### src/rtl/cache_pkg.sv
package cache_pkg;
  typedef enum logic [1:0] {
    ST_IDLE,
    ST_EVICT,
    ST_FILL,
    ST_FLUSH
  } cache_state_e;

  localparam logic [1:0] OP_LOAD  = 2'b00;
  localparam logic [1:0] OP_STORE = 2'b01;
endpackage

### src/rtl/cache_tag_store.sv
module cache_tag_store #(
  parameter int NUM_LINES = 8,
  parameter int IDX_W     = 3,
  parameter int TAG_W     = 10
) (
  input  logic             clk_i,
  input  logic             rst_ni,
  input  logic [IDX_W-1:0] idx_i,
  input  logic [TAG_W-1:0] tag_i,
  input  logic             fill_we_i,
  input  logic             fill_dirty_i,
  input  logic             set_dirty_i,
  input  logic             clr_dirty_i,
  output logic             hit_o,
  output logic             vic_valid_o,
  output logic             vic_dirty_o,
  output logic [TAG_W-1:0] vic_tag_o
);
  logic [NUM_LINES-1:0] valid_q, dirty_q;
  logic [TAG_W-1:0]     tag_q [NUM_LINES];

  always_ff @(posedge clk_i or negedge rst_ni) begin
    if (!rst_ni) begin
      valid_q <= '0;
      dirty_q <= '0;
    end else if (fill_we_i) begin
      valid_q[idx_i] <= 1'b1;
      dirty_q[idx_i] <= fill_dirty_i;
    end else if (set_dirty_i) begin
      dirty_q[idx_i] <= 1'b1;
    end else if (clr_dirty_i) begin
      dirty_q[idx_i] <= 1'b0;
    end
  end

  always_ff @(posedge clk_i) begin
    if (fill_we_i) tag_q[idx_i] <= tag_i;
  end

  // valid gates the compare: an invalid line never hits
  assign vic_valid_o = valid_q[idx_i];
  assign vic_dirty_o = dirty_q[idx_i];
  assign vic_tag_o   = tag_q[idx_i];
  assign hit_o       = valid_q[idx_i] && (tag_q[idx_i] == tag_i);

  assert_clean_only_dirty_R9: assert property (@(posedge clk_i) disable iff (!rst_ni)
    clr_dirty_i |-> (valid_q[idx_i] && dirty_q[idx_i]));

  assert_clean_keeps_valid_R9: assert property (@(posedge clk_i) disable iff (!rst_ni)
    clr_dirty_i |=> (valid_q[$past(idx_i)] && !dirty_q[$past(idx_i)]));
endmodule

### src/rtl/cache_data_store.sv
module cache_data_store #(
  parameter int NUM_LINES = 8,
  parameter int IDX_W     = 3,
  parameter int OFF_W     = 3,
  parameter int LINE_W    = 64
) (
  input  logic              clk_i,
  input  logic [IDX_W-1:0]  idx_i,
  input  logic              line_we_i,
  input  logic [LINE_W-1:0] line_i,
  input  logic              byte_we_i,
  input  logic [OFF_W-1:0]  off_i,
  input  logic [7:0]        byte_i,
  output logic [LINE_W-1:0] line_o
);
  logic [LINE_W-1:0] line_q [NUM_LINES];

  for (genvar g = 0; g < NUM_LINES; g++) begin : g_line
    always_ff @(posedge clk_i) begin
      if (idx_i == IDX_W'(g)) begin
        if (line_we_i)      line_q[g] <= line_i;
        else if (byte_we_i) line_q[g][{off_i, 3'b000} +: 8] <= byte_i;
      end
    end
  end

  assign line_o = line_q[idx_i];
endmodule

### src/rtl/cache_ctrl.sv
module cache_ctrl
  import cache_pkg::*;
#(
  parameter int ADDR_W    = 16,
  parameter int OFF_W     = 3,
  parameter int IDX_W     = 3,
  parameter int TAG_W     = 10,
  parameter int LINE_W    = 64,
  parameter int NUM_LINES = 8
) (
  input  logic              clk_i,
  input  logic              rst_ni,
  input  logic              cpu_valid_i,
  input  logic [1:0]        cpu_op_i,
  input  logic [ADDR_W-1:0] cpu_addr_i,
  input  logic [7:0]        cpu_wdata_i,
  output logic              cpu_ready_o,
  output logic              cpu_rvalid_o,
  output logic [7:0]        cpu_rdata_o,
  output logic              mem_req_o,
  output logic              mem_we_o,
  output logic [ADDR_W-1:0] mem_addr_o,
  input  logic              mem_ack_i,
  input  logic [LINE_W-1:0] mem_rdata_i,
  input  logic              hit_i,
  input  logic              vic_valid_i,
  input  logic              vic_dirty_i,
  input  logic [TAG_W-1:0]  vic_tag_i,
  input  logic [LINE_W-1:0] line_i,
  output logic [IDX_W-1:0]  arr_idx_o,
  output logic [TAG_W-1:0]  arr_tag_o,
  output logic              fill_we_o,
  output logic              fill_dirty_o,
  output logic              set_dirty_o,
  output logic              clr_dirty_o,
  output logic              line_we_o,
  output logic [LINE_W-1:0] fill_line_o,
  output logic              byte_we_o,
  output logic [OFF_W-1:0]  off_o,
  output logic [7:0]        byte_o
);
  cache_state_e      state_q;
  logic              req_store_q;
  logic [ADDR_W-1:0] req_addr_q;
  logic [7:0]        req_wdata_q;
  logic [IDX_W-1:0]  scan_q;
  logic              rvalid_q;
  logic [7:0]        rdata_q;

  logic [OFF_W-1:0] c_off, r_off;
  logic [IDX_W-1:0] c_idx, r_idx;
  logic [TAG_W-1:0] c_tag, r_tag;
  logic accept, is_clean, is_store, vic_wb, flush_step;

  assign c_off = cpu_addr_i[OFF_W-1:0];
  assign c_idx = cpu_addr_i[OFF_W +: IDX_W];
  assign c_tag = cpu_addr_i[ADDR_W-1 -: TAG_W];
  assign r_off = req_addr_q[OFF_W-1:0];
  assign r_idx = req_addr_q[OFF_W +: IDX_W];
  assign r_tag = req_addr_q[ADDR_W-1 -: TAG_W];

  assign cpu_ready_o = (state_q == ST_IDLE);
  assign accept      = cpu_valid_i && cpu_ready_o;
  assign is_clean    = cpu_op_i[1];
  assign is_store    = (cpu_op_i == OP_STORE);

  assign arr_idx_o = (state_q == ST_IDLE)  ? c_idx :
                     (state_q == ST_FLUSH) ? scan_q : r_idx;
  assign arr_tag_o = (state_q == ST_IDLE) ? c_tag : r_tag;

  assign vic_wb     = vic_valid_i && vic_dirty_i;
  assign flush_step = (state_q == ST_FLUSH) && (!vic_wb || mem_ack_i);

  assign mem_req_o  = (state_q == ST_EVICT) || (state_q == ST_FILL) ||
                      ((state_q == ST_FLUSH) && vic_wb);
  assign mem_we_o   = (state_q == ST_EVICT) || (state_q == ST_FLUSH);
  assign mem_addr_o = (state_q == ST_FILL) ? {r_tag, r_idx, {OFF_W{1'b0}}}
                                           : {vic_tag_i, arr_idx_o, {OFF_W{1'b0}}};

  always_comb begin
    fill_line_o = mem_rdata_i;
    if (req_store_q) fill_line_o[{r_off, 3'b000} +: 8] = req_wdata_q;
  end

  assign line_we_o    = (state_q == ST_FILL) && mem_ack_i;
  assign fill_we_o    = line_we_o;
  assign fill_dirty_o = req_store_q;
  assign byte_we_o    = accept && !is_clean && is_store && hit_i;
  assign set_dirty_o  = byte_we_o;
  assign clr_dirty_o  = (state_q == ST_FLUSH) && vic_wb && mem_ack_i;
  assign off_o        = c_off;
  assign byte_o       = cpu_wdata_i;

  always_ff @(posedge clk_i or negedge rst_ni) begin
    if (!rst_ni) begin
      state_q     <= ST_IDLE;
      req_store_q <= 1'b0;
      req_addr_q  <= '0;
      req_wdata_q <= '0;
      scan_q      <= '0;
      rvalid_q    <= 1'b0;
      rdata_q     <= '0;
    end else begin
      rvalid_q <= 1'b0;
      unique case (state_q)
        ST_IDLE: if (accept) begin
          if (is_clean) begin
            scan_q  <= '0;
            state_q <= ST_FLUSH;
          end else if (hit_i) begin
            rvalid_q <= 1'b1;
            rdata_q  <= is_store ? cpu_wdata_i : line_i[{c_off, 3'b000} +: 8];
          end else begin
            req_store_q <= is_store;
            req_addr_q  <= cpu_addr_i;
            req_wdata_q <= cpu_wdata_i;
            state_q     <= vic_wb ? ST_EVICT : ST_FILL;
          end
        end
        ST_EVICT: if (mem_ack_i) state_q <= ST_FILL;
        ST_FILL: if (mem_ack_i) begin
          rvalid_q <= 1'b1;
          rdata_q  <= fill_line_o[{r_off, 3'b000} +: 8];
          state_q  <= ST_IDLE;
        end
        ST_FLUSH: if (flush_step) begin
          if (scan_q == IDX_W'(NUM_LINES - 1)) begin
            rvalid_q <= 1'b1;
            state_q  <= ST_IDLE;
          end else begin
            scan_q <= scan_q + 1'b1;
          end
        end
        default: state_q <= ST_IDLE;
      endcase
    end
  end

  assign cpu_rvalid_o = rvalid_q;
  assign cpu_rdata_o  = rdata_q;

  assert_hit_next_cycle_R3: assert property (@(posedge clk_i) disable iff (!rst_ni)
    (accept && !is_clean && hit_i) |=> (cpu_rvalid_o && !mem_req_o));

  assert_busy_not_ready_R4: assert property (@(posedge clk_i) disable iff (!rst_ni)
    mem_req_o |-> !cpu_ready_o);

  assert_line_aligned_R6: assert property (@(posedge clk_i) disable iff (!rst_ni)
    mem_req_o |-> (mem_addr_o[OFF_W-1:0] == '0));

  assert_evict_then_fill_R6: assert property (@(posedge clk_i) disable iff (!rst_ni)
    ((state_q == ST_EVICT) && mem_ack_i) |=> (mem_req_o && !mem_we_o));

  assert_req_hold_R11: assert property (@(posedge clk_i) disable iff (!rst_ni)
    (mem_req_o && !mem_ack_i) |=> (mem_req_o && $stable(mem_addr_o) && $stable(mem_we_o)));
endmodule

### src/rtl/dm_writeback_cache.sv
module dm_writeback_cache #(
  parameter int ADDR_W     = 16,
  parameter int NUM_LINES  = 8,
  parameter int LINE_BYTES = 8
) (
  input  logic                    clk_i,
  input  logic                    rst_ni,
  input  logic                    cpu_valid_i,
  output logic                    cpu_ready_o,
  input  logic [1:0]              cpu_op_i,
  input  logic [ADDR_W-1:0]       cpu_addr_i,
  input  logic [7:0]              cpu_wdata_i,
  output logic                    cpu_rvalid_o,
  output logic [7:0]              cpu_rdata_o,
  output logic                    mem_req_o,
  output logic                    mem_we_o,
  output logic [ADDR_W-1:0]       mem_addr_o,
  output logic [LINE_BYTES*8-1:0] mem_wdata_o,
  input  logic                    mem_ack_i,
  input  logic [LINE_BYTES*8-1:0] mem_rdata_i
);
  localparam int OFF_W  = $clog2(LINE_BYTES);
  localparam int IDX_W  = $clog2(NUM_LINES);
  localparam int TAG_W  = ADDR_W - OFF_W - IDX_W;
  localparam int LINE_W = LINE_BYTES * 8;

  logic             hit, vic_valid, vic_dirty;
  logic [TAG_W-1:0] vic_tag, arr_tag;
  logic [IDX_W-1:0] arr_idx;
  logic             fill_we, fill_dirty, set_dirty, clr_dirty;
  logic             line_we, byte_we;
  logic [LINE_W-1:0] fill_line, cur_line;
  logic [OFF_W-1:0] off;
  logic [7:0]       wbyte;

  cache_ctrl #(
    .ADDR_W(ADDR_W), .OFF_W(OFF_W), .IDX_W(IDX_W), .TAG_W(TAG_W),
    .LINE_W(LINE_W), .NUM_LINES(NUM_LINES)
  ) u_ctrl (
    .clk_i, .rst_ni,
    .cpu_valid_i, .cpu_op_i, .cpu_addr_i, .cpu_wdata_i,
    .cpu_ready_o, .cpu_rvalid_o, .cpu_rdata_o,
    .mem_req_o, .mem_we_o, .mem_addr_o, .mem_ack_i, .mem_rdata_i,
    .hit_i(hit), .vic_valid_i(vic_valid), .vic_dirty_i(vic_dirty),
    .vic_tag_i(vic_tag), .line_i(cur_line),
    .arr_idx_o(arr_idx), .arr_tag_o(arr_tag),
    .fill_we_o(fill_we), .fill_dirty_o(fill_dirty),
    .set_dirty_o(set_dirty), .clr_dirty_o(clr_dirty),
    .line_we_o(line_we), .fill_line_o(fill_line),
    .byte_we_o(byte_we), .off_o(off), .byte_o(wbyte)
  );

  cache_tag_store #(
    .NUM_LINES(NUM_LINES), .IDX_W(IDX_W), .TAG_W(TAG_W)
  ) u_tags (
    .clk_i, .rst_ni,
    .idx_i(arr_idx), .tag_i(arr_tag),
    .fill_we_i(fill_we), .fill_dirty_i(fill_dirty),
    .set_dirty_i(set_dirty), .clr_dirty_i(clr_dirty),
    .hit_o(hit), .vic_valid_o(vic_valid), .vic_dirty_o(vic_dirty),
    .vic_tag_o(vic_tag)
  );

  cache_data_store #(
    .NUM_LINES(NUM_LINES), .IDX_W(IDX_W), .OFF_W(OFF_W), .LINE_W(LINE_W)
  ) u_data (
    .clk_i,
    .idx_i(arr_idx),
    .line_we_i(line_we), .line_i(fill_line),
    .byte_we_i(byte_we), .off_i(off), .byte_i(wbyte),
    .line_o(cur_line)
  );

  assign mem_wdata_o = cur_line;
endmodule

### config.mk
export PLATFORM = sky130hd
export DESIGN_NAME = dm_writeback_cache
export DESIGN_NICKNAME = d
export VERILOG_FILES = /design/src/rtl/cache_pkg.sv /design/src/rtl/cache_tag_store.sv /design/src/rtl/cache_data_store.sv /design/src/rtl/cache_ctrl.sv /design/src/rtl/dm_writeback_cache.sv
export SDC_FILE = /design/constraint.sdc
export NUM_CORES = 1
export LEC_CHECK = 0
export BUFFER_PORTS_ARGS = -buffer_cell sky130_fd_sc_hd__buf_2
export CAP_MARGIN = 20
export CORE_AREA = 2 2 249 251
export CTS_BUF_LIST = sky130_fd_sc_hd__clkbuf_4 sky130_fd_sc_hd__clkbuf_8 sky130_fd_sc_hd__clkbuf_16
export DETAILED_ROUTE_END_ITERATION = 16
export DIE_AREA = 0 0 251 253
export HOLD_SLACK_MARGIN = 0.02
export PLACE_DENSITY = 0.78
export SLEW_MARGIN = 40
export SYNTH_ARGS = -nofsm -noshare
export SYNTH_HDL_FRONTEND = slang
export SYNTH_SLANG_ARGS = --single-unit
### constraint.sdc
create_clock -name clk_i -period 13.7 [get_ports clk_i]
set_input_delay 0.685 -clock clk_i [delete_from_list [all_inputs] [get_ports clk_i]]
set_output_delay 0.685 -clock clk_i [all_outputs]
set_load 0.05 [all_outputs]
==> impl_metrics.tcl, run 1 <==
set metrics [dict create \
    cts_tree "yes" \
    avgRoutedWirePerCell_um 35.5 \
    period_share 0.500 \
    synthTopCellsByArea "edfxtp_1 49%, mux2_2 11%, mux2_4 9.6%" \
    antenna_found_initial 18 \
    firstDrtPassIters 7 \
    nFillCells 4329 \
    critPathMaxFanout 40 \
    grt_pass1_wl_um 180000 \
    async_flop_share 0.0850 \
    cap_violations 0 \
    slowest_delay_ns 0.83 \
    layout_commonest_cell "edfxtp_1" \
    gp_congestion 1.03 \
    hold_violations 0 \
    worstSetupPathType "register to register" \
    via_per_inst 7.33 \
    max_freq_mhz 146 \
    startpoint_type "register" \
    ctsLongestPathBuffers 3 \
    io_buffers 182 \
    cts_hold_buf 0 \
    boundaryPins 186 \
    finalCriticalPeriod_ns 6.84 \
    grt_max_degree 70 \
    synth_seq_cells 647 \
    wirelength_um 127000 \
    synthFlopType "edfxtp_1" \
    reg2reg_from "u_ctrl.state_q[0]$_DFFE_PN0P_" \
    clk_latency_ns 0.63 \
    grt_setup_unrepaired "no" \
    crit_buf_inv 5 \
    path_cells "inv_1, ha_2, buf_4, nand2b_1, a21bo_4, buf_4, buf_4, nor2_1, a32o_1, a221oi_1, xor2_1, or4_4, buf_12, or4_1, nand2_1" \
    synth_cells 2655 \
    drt_iter0_drc 4085 \
    grt.overflow.total 0 \
    synth_area_um2 36300 \
    drc_errors 0 \
    seq_area_frac_synth 0.528 \
    htree_num_levels 3 \
    multiInputGateArea_um2 16100 \
    synth_cell_types 78 \
    synth_edf_count 592 \
    worstMarginPinSlew_ns 0.953 \
    arrival_ns 7.13 \
    setup-violations-final 0 \
    setup_slack_ns 6.86 \
    crit_required_ns 13.98 \
    grt_pass1_vias 25200 \
    path_common_cell "buf_4" \
    start_util 0.594 \
    post_cts_buffers 0 \
    track_usage 0.397 \
    dp_slack_ns 7.08 \
    drv_slew 0 \
    die_h_um 253 \
    synth_top_area_cell "edfxtp_1" \
    finalNetCount 2836 \
    clock_sinks 647 \
    end_kind "register" \
    area_growth_pct 10.6 \
    crit_family "simple AND/OR/NAND/NOR gates" \
    status "finished, final reports clean" \
    layout_common_cells "592 x edfxtp_1, 368 x mux2_2, 349 x nand2_1, 233 x mux2_4, 180 x buf_2" \
    synth_top_cell_area_share 0.490 \
    final_layout_size_suffix_gt1_frac 0.391 \
    ant_nets 0 \
    clock-root-buffer "clkbuf_16" \
    slew_headroom 0.364 \
    dpl.cell_count 3445 \
    dp_hpwl_um 82600 \
    cp_slowest_cell "or4_4" \
    cts_buffers 70 \
    coreArea_um2 61000 \
    post_cts_resized 0 \
    num_vias 26200 \
    regArea_um2 19200 \
    rows 91 \
    crit_start "u_ctrl.state_q[0]$_DFFE_PN0P_" \
    fin_worst_skew_ns 0.0275 \
    die_w_um 251 \
    dieArea_um2 63500 \
    ys_warn_count 0 \
    clk_pin_slew_ns 0.07 \
    hp-class "input port to asynchronous set/reset pin" \
    final_cells 3581 \
    syn_area_per_cell_um2 13.7 \
    timing.setup.tns_ns 0 \
]
## metal layers
| metal | track usage | vias to the layer above | part of all wire |
|---|---|---|---|
| li1 | - | 10400 | - |
| met1 | 0.504 | 12800 | 0.34 |
| met2 | 0.573 | 2459 | 0.42 |
| met3 | 0.163 | 534 | 0.17 |
| met4 | 0.232 | 12 | 0.071 |
| met5 | 0 | - | 0.00052 |
## cell type report
type                            count  area share
Timing Repair Buffer              232      0.0330
Sequential cell                   647       0.477
Inverter                           39     0.00365
Antenna cell                        8    0.000499
Clock buffer                       92      0.0487
Multi-Input combinational cell   1739       0.401
Clock inverter                     34      0.0111
Tap cell                          790      0.0246
## worst register-to-register path: stages (launching register included)
cell	delay, ns
dfrtp_1	0.43
inv_1	0.11
ha_2	0.17
buf_4	0.43
nand2b_1	0.27
a21bo_4	0.48
buf_4	0.48
buf_4	0.50
nor2_1	0.35
a32o_1	0.32
a221oi_1	0.34
xor2_1	0.23
or4_4	0.83
buf_12	0.28
or4_1	0.88
nand2_1	0.41
## registers in the layout, summed over array words and instances, names as in the netlist, named ones only
register	count
u_ctrl.fill_dirty_o	1
u_data.line_q	512
u_tags.valid_q	8
u_ctrl.cpu_rvalid_o	1
u_ctrl.req_wdata_q	8
u_ctrl.req_addr_q	16
u_tags.tag_q	80
u_ctrl.cpu_rdata_o	8
u_ctrl.scan_q	3
u_ctrl.state_q	2
## synth_stat cells (5+ instances only)
cell	instances
and2_1	22
o22ai_1	18
mux4_2	58
buf_2	50
a221oi_1	36
nor2_1	49
nor4_1	9
a32o_1	29
dfrtp_1	55
buf_4	43
clkbuf_1	120
o21ai_0	19
a31oi_1	7
o211ai_1	16
inv_1	36
nand3_1	37
nor3_4	8
a211oi_1	14
a22oi_1	9
a32oi_1	15
a21oi_1	29
mux2_2	368
edfxtp_1	592
buf_1	15
nor3_1	15
nand4_1	9
ha_1	13
nand2_1	356
o21ai_1	19
or2_2	12
o21a_1	6
and3_1	14
mux2_4	233
xnor2_1	5
or3_1	10
mux2i_1	153
or4_1	58
nand2b_1	13
o221ai_1	10
o2111ai_1	5
## through the flow
step	cell area [um2]	hold WS, ns	util
2_1_floorplan	36300	0.389	-
3_3_place_gp	37500	0.479	0.614
3_5_place_dp	37700	0.483	0.617
4_1_cts	40100	0.228	0.656
5_1_grt	40100	0.140	0.657
6_report	40100	0.102	0.657
## path summary, 6_finish.rpt
path	cells after the start	to	slack [ns]
setup / recovery	15	u_data.line_q[2][17]$_DFFE_PP_	6.86
hold / removal	2	u_ctrl.req_addr_q[12]$_DFFE_PN0P_	0.10
setup reg to reg	15	u_data.line_q[2][17]$_DFFE_PP_	6.86
hold reg to reg	1	u_tags.valid_q[5]$_DFFE_PN0P_	0.50
max in group asynchronous	2	u_ctrl.cpu_rdata_o[0]$_DFFE_PN0P_	13.14
min in group clk_i	2	u_ctrl.req_addr_q[13]$_DFFE_PN0P_	0.30
## kinds of logic after synthesis
group                      Yosys count  synth area share
xor gates and xnor gates             6           0.00145
DFF                                647             0.528
AOI/OAI and AO/OA                  269            0.0562
and+or+nand+nor                    634            0.0851
muxes                              814             0.290
other                                1          0.000103
buffers and inverters              271            0.0350
adders and majority gates           13           0.00448
Power of run 1 is not shown: default switching activity piles up to over one toggle a cycle in this logic, so the estimate is an artifact.
==> run 2: changes to the inputs <==
Settings changed: CORE_AREA 2 2 249 251 to 2 2 258 260, DIE_AREA 0 0 251 253 to 0 0 260 262, PLACE_DENSITY 0.78 to 0.76.
Clock period 13.7 ns to 5.7 ns, I/O delays scaled along.
==> impl_metrics.tcl, run 2 (same netlist as run 1, synthesis figures left out) <==
set metrics [dict create \
    die_w_um 260 \
    layout_commonest_cell "edfxtp_1" \
    worstSetupPathType "register to register" \
    layout_common_cells "592 x edfxtp_1, 368 x mux2_2, 351 x nand2_1, 233 x mux2_4, 178 x buf_2" \
    regArea_um2 19200 \
    grt_pass1_vias 25400 \
    wirelength_um 129000 \
    drc_errors 0 \
    num_vias 26500 \
    worstRegToRegCells 11 \
    reg2reg_setup_slack_ns 0.22 \
    finalCriticalPeriod_ns 5.48 \
    slew_headroom 0.373 \
    end_kind "register" \
    antenna_found_initial 12 \
    hold_path_end "u_ctrl.state_q[0]$_DFFE_PN0P_" \
    crit_required_ns 5.98 \
    dp_hpwl_um 84800 \
    startpoint_type "register" \
    ant_nets 0 \
    hold_path_depth 3 \
    reg2reg_to "u_data.line_q[0][31]$_DFFE_PP_" \
    timing.setup.tns_ns 0 \
    drt_iter0_drc 4291 \
    setup_slack_ns 0.220 \
    nFillCells 4816 \
    grt_pass1_wl_um 181000 \
    rows 94 \
    die_h_um 262 \
    hold_violations 0 \
    clk_latency_ns 0.63 \
    gp_congestion 0.979 \
    reg2reg_from "u_ctrl.state_q[1]$_DFFE_PN0P_" \
    cp_slowest_cell "or4_1" \
    clk_pin_slew_ns 0.06 \
    multiInputGateArea_um2 16000 \
    cap_violations 0 \
    period_share 0.961 \
    avgRoutedWirePerCell_um 34.7 \
    coreArea_um2 65300 \
    grt_max_degree 67 \
    cts_tree "yes" \
    ctsLongestPathBuffers 3 \
    max_freq_mhz 182 \
    final_layout_size_suffix_gt1_frac 0.391 \
    hp-class "input port to register" \
    area_growth_pct 12.2 \
    final_cells 3723 \
    dp_slack_ns 0.188 \
    status "finished, final reports clean" \
    start_util 0.556 \
    clock-root-buffer "clkbuf_16" \
    critPathMaxFanout 35 \
    track_usage 0.375 \
    firstDrtPassIters 7 \
    path_cells "ha_2, mux2i_2, a21bo_4, a221oi_1, a211oi_1, nor3_1, or2_2, or4_4, buf_12, or4_1, nand2_1" \
    hp-start "cpu_op_i[1]" \
    grt_setup_unrepaired "no" \
    worstMarginPinSlew_ns 0.940 \
    setup-violations-final 0 \
    slowest_delay_ns 0.81 \
    htree_num_levels 3 \
    largest_registers "u_data.line_q x512, u_tags.tag_q x80, u_ctrl.req_addr_q x16" \
    io_buffers 182 \
    finalNetCount 2904 \
    drv_slew 0 \
    via_per_inst 7.11 \
    clock_sinks 647 \
    dieArea_um2 68100 \
    dpl.cell_count 3572 \
    largest-register "u_data.line_q" \
    fin_worst_skew_ns 0.0290 \
    cts_buffers 70 \
    grt.overflow.total 0 \
    boundaryPins 186 \
    largest_reg_flops 512 \
    arrival_ns 5.76 \
]
## run 2: worst max-delay path by stage
stage	end	slack, ns	depth (start not counted)	startpoint
final	u_data.line_q[0][31]$_DFFE_PP_	0.22	11	u_ctrl.state_q[1]$_DFFE_PN0P_
after global routing	u_data.line_q[1][21]$_DFFE_PP_	0.09	12	u_ctrl.state_q[0]$_DFFE_PN0P_
after CTS	u_data.line_q[0][27]$_DFFE_PP_	0.12	12	u_ctrl.state_q[1]$_DFFE_PN0P_
after detailed placement	u_data.line_q[0][27]$_DFFE_PP_	0.19	12	u_ctrl.state_q[1]$_DFFE_PN0P_
after global placement	u_data.line_q[4][2]$_DFFE_PP_	0.32	11	u_ctrl.state_q[0]$_DFFE_PN0P_
after floorplan	u_ctrl.cpu_rdata_o[4]$_DFFE_PN0P_	0.43	18	u_ctrl.state_q[0]$_DFFE_PN0P_
## run 2: critical path: cells and delay by family (launching register included)
family / cells / cell delay (ns)
buffers and inverters: 1 / 0.27
multiplexers: 1 / 0.48
AO/OA/AOI/OAI: 3 / 1.00
AND/OR/NAND/NOR: 5 / 2.47
flip-flops: 1 / 0.43
adder cells (fa/ha/maj): 1 / 0.39
## run 2: repair_timing
item	4_1_cts	5_1_grt
buffers inserted	0	3
endpoints found under the hold margin	68	0
gates resized for setup	0	3
hold buffers	14	0
setup endpoints to repair	0	646
## run 2: stage by stage
step	hold slack (ns)	cell area, um2	util
after CTS	0.0367	40600	0.622
after floorplan	-0.0106	36300	-
after detailed placement	0.475	38100	0.584
after global placement	0.462	38000	0.582
final	0.0523	40700	0.623
after global routing	0.0565	40700	0.623
## run 2: metal layers
layer	wire, um	track usage	vias up
met1	45100	0.485	13000
met4	9540	0.234	22
met3	20500	0.144	540
met5	155	0	-
met2	54000	0.531	2441
li1	-	-	10500
## run 2: cell type report
class | count | area share
timing repair buffer | 300 | 0.0474
multi-input combinational | 1739 | 0.393
tap | 864 | 0.0266
antenna | 6 | 0.000369
inverter | 39 | 0.00360
clock buffer | 84 | 0.0467
clock inverter | 44 | 0.0116
sequential | 647 | 0.471
Power of run 2 is left out for the same reason.
